==> config.mk <==
export PLATFORM = sky130hd
export DESIGN_NAME = gated_freq_counter
export DESIGN_NICKNAME = d
export VERILOG_FILES = /design/src/rtl/gcm_pkg.sv /design/src/rtl/gcm_edge_sync.sv /design/src/rtl/gcm_gate_timer.sv /design/src/rtl/gcm_sat_counter.sv /design/src/rtl/gcm_meas_ctrl.sv /design/src/rtl/gated_freq_counter.sv
export SDC_FILE = /design/constraint.sdc
export NUM_CORES = 1
export LEC_CHECK = 0
export ABC_AREA = 1
export ABC_CLOCK_PERIOD_IN_PS = 2000
export BUFFER_PORTS_ARGS = -buffer_cell sky130_fd_sc_hd__buf_4
export CORE_MARGIN = 10
export CORE_UTILIZATION = 43
export DETAILED_ROUTE_END_ITERATION = 10
export PLACE_DENSITY = 0.66
export RECOVER_POWER = 25
export SETUP_SLACK_MARGIN = 0.15
export SLEW_MARGIN = 30
export SYNTH_ARGS = -nofsm -noshare
export SYNTH_HDL_FRONTEND = slang
export SYNTH_HIERARCHICAL = 1
export SYNTH_SLANG_ARGS = --single-unit
export TNS_END_PERCENT = 10
==> constraint.sdc <==
create_clock -name clk_ref -period 2 [get_ports clk_ref]
set_input_delay 0.1 -clock clk_ref [delete_from_list [all_inputs] [get_ports clk_ref]]
set_output_delay 0.1 -clock clk_ref [all_outputs]
set_load 0.005 [all_outputs]
==> src/rtl/gcm_pkg.sv <==
package gcm_pkg;

  typedef enum logic [2:0] {
    ST_IDLE   = 3'd0,
    ST_GATE   = 3'd1,
    ST_ARM    = 3'd2,
    ST_PERIOD = 3'd3,
    ST_DONE   = 3'd4
  } meas_state_e;

  typedef struct packed {
    logic use_lf;
    logic long_win;
  } meas_cfg_t;

endpackage

==> src/rtl/gcm_edge_sync.sv <==
module gcm_edge_sync #(
  parameter int LANES = 2
) (
  input  logic             clk,
  input  logic             rst_n,
  input  logic [LANES-1:0] raw,
  output logic [LANES-1:0] rise
);

  for (genvar i = 0; i < LANES; i++) begin : g_lane
    logic s1, s2, s3;

    always_ff @(posedge clk or negedge rst_n) begin
      if (!rst_n) begin
        s1 <= 1'b0;
        s2 <= 1'b0;
        s3 <= 1'b0;
      end else begin
        s1 <= raw[i];
        s2 <= s1;
        s3 <= s2;
      end
    end

    assign rise[i] = s2 & ~s3;

    // a detected edge lasts exactly one cycle, so each edge is counted once
    p_rise_single_r4: assert property (@(posedge clk) disable iff (!rst_n)
      rise[i] |=> !rise[i]);
  end

endmodule

==> src/rtl/gcm_gate_timer.sv <==
module gcm_gate_timer #(
  parameter int GATE_SHORT = 86400,
  parameter int GATE_LONG  = 172800
) (
  input  logic clk,
  input  logic rst_n,
  input  logic clear,
  input  logic run,
  input  logic long_win,
  output logic expire
);

  localparam int MAX_GATE = (GATE_LONG > GATE_SHORT) ? GATE_LONG : GATE_SHORT;
  localparam int TMR_W    = $clog2(MAX_GATE + 1);
  localparam logic [TMR_W-1:0] LIM_S = TMR_W'(GATE_SHORT - 1);
  localparam logic [TMR_W-1:0] LIM_L = TMR_W'(GATE_LONG - 1);
  localparam logic [TMR_W-1:0] LIM_M = TMR_W'(MAX_GATE - 1);

  logic [TMR_W-1:0] tmr;
  logic [TMR_W-1:0] limit_m1;

  assign limit_m1 = long_win ? LIM_L : LIM_S;
  assign expire   = run && (tmr == limit_m1);

  always_ff @(posedge clk or negedge rst_n) begin
    if (!rst_n)                tmr <= '0;
    else if (clear)            tmr <= '0;
    else if (run && !expire)   tmr <= tmr + 1'b1;
  end

  // the timer never runs past the longest window
  p_tmr_bound_r5: assert property (@(posedge clk) disable iff (!rst_n)
    tmr <= LIM_M);

  // a clear always restarts the window from zero
  p_tmr_clear_r4: assert property (@(posedge clk) disable iff (!rst_n)
    clear |=> tmr == '0);

endmodule

==> src/rtl/gcm_sat_counter.sv <==
module gcm_sat_counter #(
  parameter int W = 20
) (
  input  logic         clk,
  input  logic         rst_n,
  input  logic         clear,
  input  logic         inc,
  output logic [W-1:0] value
);

  localparam logic [W-1:0] ALL_ONES = '1;

  always_ff @(posedge clk or negedge rst_n) begin
    if (!rst_n)                          value <= '0;
    else if (clear)                      value <= '0;
    else if (inc && value != ALL_ONES)   value <= value + 1'b1;
  end

  p_sat_hold_r3: assert property (@(posedge clk) disable iff (!rst_n)
    (value == ALL_ONES && !clear) |=> value == ALL_ONES);

  p_no_wrap_r3: assert property (@(posedge clk) disable iff (!rst_n)
    !clear |=> value >= $past(value));

endmodule

==> src/rtl/gcm_meas_ctrl.sv <==
module gcm_meas_ctrl
  import gcm_pkg::*;
(
  input  logic clk,
  input  logic rst_n,
  input  logic start,
  input  logic sel_lf,
  input  logic mode_period,
  input  logic gate_long,
  input  logic hf_rise,
  input  logic lf_rise,
  input  logic tmr_expire,
  output logic cnt_clear,
  output logic cnt_inc,
  output logic tmr_clear,
  output logic tmr_run,
  output logic tmr_long,
  output logic done
);

  meas_state_e state;
  meas_cfg_t   cfg;
  logic        start_q;
  logic        start_rise;
  logic        per_seen;
  logic        sel_rise;
  logic        want_period;

  assign start_rise  = start & ~start_q;
  assign sel_rise    = cfg.use_lf ? lf_rise : hf_rise;
  assign want_period = sel_lf & mode_period;
  assign tmr_long    = cfg.long_win;
  assign done        = (state == ST_DONE);

  always_comb begin
    cnt_clear = start_rise;
    tmr_clear = start_rise;
    cnt_inc   = 1'b0;
    tmr_run   = 1'b0;
    if (!start_rise) begin
      case (state)
        ST_GATE: begin
          cnt_inc = sel_rise;
          tmr_run = 1'b1;
        end
        ST_PERIOD: cnt_inc = 1'b1;
        default: ;
      endcase
    end
  end

  always_ff @(posedge clk or negedge rst_n) begin
    if (!rst_n) begin
      start_q  <= 1'b0;
      state    <= ST_IDLE;
      cfg      <= '0;
      per_seen <= 1'b0;
    end else begin
      start_q <= start;
      if (start_rise) begin
        cfg.use_lf   <= sel_lf;
        cfg.long_win <= gate_long;
        per_seen     <= 1'b0;
        state        <= want_period ? ST_ARM : ST_GATE;
      end else begin
        case (state)
          ST_GATE:   if (tmr_expire) state <= ST_DONE;
          ST_ARM:    if (sel_rise)   state <= ST_PERIOD;
          ST_PERIOD: if (sel_rise) begin
            if (per_seen == cfg.long_win) state    <= ST_DONE;
            else                          per_seen <= 1'b1;
          end
          default: ;
        endcase
      end
    end
  end

  p_start_clears_r2: assert property (@(posedge clk) disable iff (!rst_n)
    start_rise |=> !done);

  p_hf_freq_r8: assert property (@(posedge clk) disable iff (!rst_n)
    (start_rise && !sel_lf) |=> state == ST_GATE);

  p_done_hold_r10: assert property (@(posedge clk) disable iff (!rst_n)
    (done && !start_rise) |=> done);

  p_cfg_stable_r11: assert property (@(posedge clk) disable iff (!rst_n)
    !start_rise |=> $stable(cfg));

endmodule

==> src/rtl/gated_freq_counter.sv <==
module gated_freq_counter #(
  parameter int CNT_W      = 20,
  parameter int GATE_SHORT = 86400,
  parameter int GATE_LONG  = 172800
) (
  input  logic             clk_ref,
  input  logic             rst_n,
  input  logic             hf_in,
  input  logic             lf_in,
  input  logic             sel_lf,
  input  logic             mode_period,
  input  logic             gate_long,
  input  logic             start,
  output logic [CNT_W-1:0] count,
  output logic             done
);

  localparam int LANES = 2;
  localparam int LANE_HF = 0;
  localparam int LANE_LF = 1;

  logic [LANES-1:0] raw_in;
  logic [LANES-1:0] rise;
  logic cnt_clear, cnt_inc, tmr_clear, tmr_run, tmr_long, tmr_expire;

  assign raw_in[LANE_HF] = hf_in;
  assign raw_in[LANE_LF] = lf_in;

  gcm_edge_sync #(.LANES(LANES)) sync_i (
    .clk   (clk_ref),
    .rst_n (rst_n),
    .raw   (raw_in),
    .rise  (rise)
  );

  gcm_meas_ctrl ctrl_i (
    .clk         (clk_ref),
    .rst_n       (rst_n),
    .start       (start),
    .sel_lf      (sel_lf),
    .mode_period (mode_period),
    .gate_long   (gate_long),
    .hf_rise     (rise[LANE_HF]),
    .lf_rise     (rise[LANE_LF]),
    .tmr_expire  (tmr_expire),
    .cnt_clear   (cnt_clear),
    .cnt_inc     (cnt_inc),
    .tmr_clear   (tmr_clear),
    .tmr_run     (tmr_run),
    .tmr_long    (tmr_long),
    .done        (done)
  );

  gcm_gate_timer #(.GATE_SHORT(GATE_SHORT), .GATE_LONG(GATE_LONG)) timer_i (
    .clk      (clk_ref),
    .rst_n    (rst_n),
    .clear    (tmr_clear),
    .run      (tmr_run),
    .long_win (tmr_long),
    .expire   (tmr_expire)
  );

  gcm_sat_counter #(.W(CNT_W)) counter_i (
    .clk   (clk_ref),
    .rst_n (rst_n),
    .clear (cnt_clear),
    .inc   (cnt_inc),
    .value (count)
  );

  // the count is frozen while the result is presented
  p_count_frozen_r10: assert property (@(posedge clk_ref) disable iff (!rst_n)
    (done && !cnt_clear) |=> $stable(count));

endmodule

==> out/results.ini <==
[power_and_ir_drop]
p_sw_share_pct = 33.8
seq_power_share_pct = 50.3
fin_total_pwr_mw = 2.33
power_frac_clock_pct = 27.8
p_comb_share_pct = 21.9
intPower_mw = 1.54
leakagePower_nw = 1.95
p_switching_uw = 788
ir_drop_v = 0.000442
power_density_nw_per_um2 = 588

[clock_network]
cts.sink_count = 51
cts_tree = yes
clock_latency_ns = 0.31
clk_pin_slew_ns = 0.11
cts_max_level = 2
clockBufferDepth = 2
cts_made_buffers = 5
cts-root-buf = clkbuf_8

[synth]
synth.avg_cell_area_sq_um = 6.64
synthArstFlopShare_pct = 100
muxShareOfSynthArea_pct = 0
synth_seq_area_share_pct = 37.7
synth_xor_xnor_area_share_pct = 2.58
synth_cell_type_count = 30
synth-edff-count = 0
synthFlopType = dfrtp_1
synth_area_sq_um = 3390
synth_nets = 520
synth_top_family_by_area = simple AND/OR/NAND/NOR gates
yosys.area_share.simple_pct = 46.3
yosys_warnings = 6
synth_cells = 510
synthAdderAreaFrac_pct = 0.739
synth-compound-area-share_pct = 3.66
yosys_register_bits = 51

[floorplanning]
die_w_um = 109
core_sq_um = 7690
initial_core_util_pct = 44.1
die_area_sq_um = 11800
io_pins = 29
rows = 32
die_h_um = 109

[worst_hold_path]
holdPathStages = 3
hold_path.startpoint = gate_long
holdCritPathClass = input port to flop
holdPathEnd = ctrl_i/tmr_long$_DFFE_PN0N_

[worst_setup_path]
ff2ff_path_depth = 14
timing.rr.end = ctrl_i/state[0]$_DFFE_PN0P_
cp-end-kind = flop
cp.required_ns = 2.22
r2r_start = timer_i/tmr[1]$_DFFE_PN0P_
arrival_ns = 2.00
cp-start-kind = flop
path_class = flop to flop
r2r_slack_ns = 0.22
critical_path.max_fanout = 4

[final_layout]
antennaDiodeCount = 0
drive_gt1_share_pct = 15.6
synthToLayoutAreaGrowth_pct = 16.9
final_nets = 565
mostFrequentLayoutCells = nand2_1 (158), nor2_1 (73), nand3_1 (68)
final_common_cell = nand2_1

[global_route]
grt_overflow = 0
grt_pass1_wl_mm = 14.7
grt_start_max_net_pins = 52
grt_pass1_vias = 3126
grt_usage_pct = 14.9
grt_antenna_before_repair = 0

[sta]
finalSetupTns_ns = 0
period_share_pct = 88.8
layout_setup_ws_ns = 0.223
slew_headroom_pct = 14.4
rsz0062_at_grt = true
fin_worst_skew_ns = 0.00898
drv_slew = 0
worst_slew_pin_slew_ns = 1.28
period_needed_ns = 1.78
setup_viol = 0
max_freq_mhz = 563
hold_viol_final = 0

[detailed_routing]
routed-via-count = 3342
drt-initial-drc-count = 134
drtAntennaViolNets = 0
drt_first_pass_iters = 6
finalWirelength_mm = 8.61
drc = 0
via_per_inst = 5.08
routedWlPerCell_um = 13.1

[place]
pre_cts_slack_ns = 0.136
port_buffers = 28
hpwl_mm = 6.23
gp_congestion = 0.905

[job]
maxCapViolCount = 0

[outcome]
status = complete, no violations

per-layer routing:
layer,GRT usage [%],vias up,part of all wire [%],wire [um]
li1,-,1717,-,-
met5,0,-,0,0
met1,18.9,1537,45,3910
met3,2.60,9,4.4,377
met4,4.61,0,1.3,109
met2,25.3,79,49,4210
cell usage after synthesis, drive strengths merged (2+ instances only):
cell	n	area [sq um]
ha	2	25.0
nor2	80	325
inv	62	233
dfrtp	51	1280
buf	9	62.6
xnor2	3	26.3
nand4	21	131
a21oi	6	33.8
nand2	170	681
nor3	5	30.0
nand3	72	388
xor2	7	61.3
o21ai	15	75.1
o21bai	2	15.0
clkbuf	3	11.3
worst max-delay path, stage by stage (launching register included):
cell     delay (ns)
dfrtp_1        0.42
ha_2           0.23
nand2_2        0.07
inv_2          0.09
nand2_2        0.06
a21oi_2        0.13
nand3_2        0.14
nor2_2         0.14
a21oi_1        0.05
nand2_1        0.06
nand2_1        0.05
inv_2          0.09
nand2_4        0.06
nand2_1        0.05
nand2_1        0.05
worst max-delay path by stage:
stage | start | end
CTS | timer_i/tmr[0]$_DFFE_PN0P_ | timer_i/tmr[13]$_DFFE_PN0P_
floorplan | ctrl_i/state[2]$_DFFE_PN0P_ | ctrl_i/state[0]$_DFFE_PN0P_
global placement | counter_i/value[0]$_DFFE_PN0P_ | counter_i/value[11]$_DFFE_PN0P_
detailed placement | counter_i/value[0]$_DFFE_PN0P_ | counter_i/value[10]$_DFFE_PN0P_
finish | timer_i/tmr[1]$_DFFE_PN0P_ | ctrl_i/state[0]$_DFFE_PN0P_
global route | counter_i/value[0]$_DFFE_PN0P_ | counter_i/value[17]$_DFFE_PN0P_
flip-flops by register name, indices dropped and copies added (netlist names):
name              count
counter_i/value      20
ctrl_i/cfg            1
ctrl_i/per_seen       1
ctrl_i/start_q        1
ctrl_i/state          3
ctrl_i/tmr_long       1
sync_i/g_lane.s1      2
sync_i/g_lane.s2      2
sync_i/g_lane.s3      2
timer_i/tmr          18
cell type report:
| class | instances | area [sq um] |
|---|---|---|
| Sequential cell | 51 | 1280 |
| Fill cell | 795 | 3720 |
| Inverter | 62 | 233 |
| Multi-Input combinational cell | 385 | 1840 |
| Timing Repair Buffer | 50 | 389 |
| Clock inverter | 3 | 28.8 |
| Tap cell | 102 | 128 |
| Clock buffer | 5 | 68.8 |
repair_timing:
item / CTS / global route
pin swaps: 0 / 4
cloned: 0 / 0
resized for setup: 1 / 13
setup buffers: 0 / 8
hold endpoints to repair: 55 / 0
endpoints found under the setup margin: 6 / 35
hold buffers: 5 / 0
power groups by stage:
stage                     Clock [mW]  Sequential (mW)  Combinational [mW]
after floorplan                    0             1.16               0.357
after global placement             0             1.19               0.464
after detailed placement           0             1.19               0.471
after CTS                      0.676             1.17               0.484
after global routing           0.708             1.18               0.587
final                          0.648             1.17               0.511
through the flow:
stage	instances	cell area (sq um)	hold WS, ns	util [%]
after floorplan	510	3390	-0.196	-
after CTS	650	3870	0.00458	50.4
after global placement	637	3720	0.177	48.4
after detailed placement	637	3720	0.178	48.4
final	658	3960	0.0128	51.5
after global routing	658	3960	0.0103	51.5
logic make-up after synthesis:
logic type,count (synthesis)
xor+xnor,10
fa+ha+maj,2
compound gates,23
flops,51
simple gates,350
buf+inv,74
Note: power is estimated with default switching activity, not from simulation.
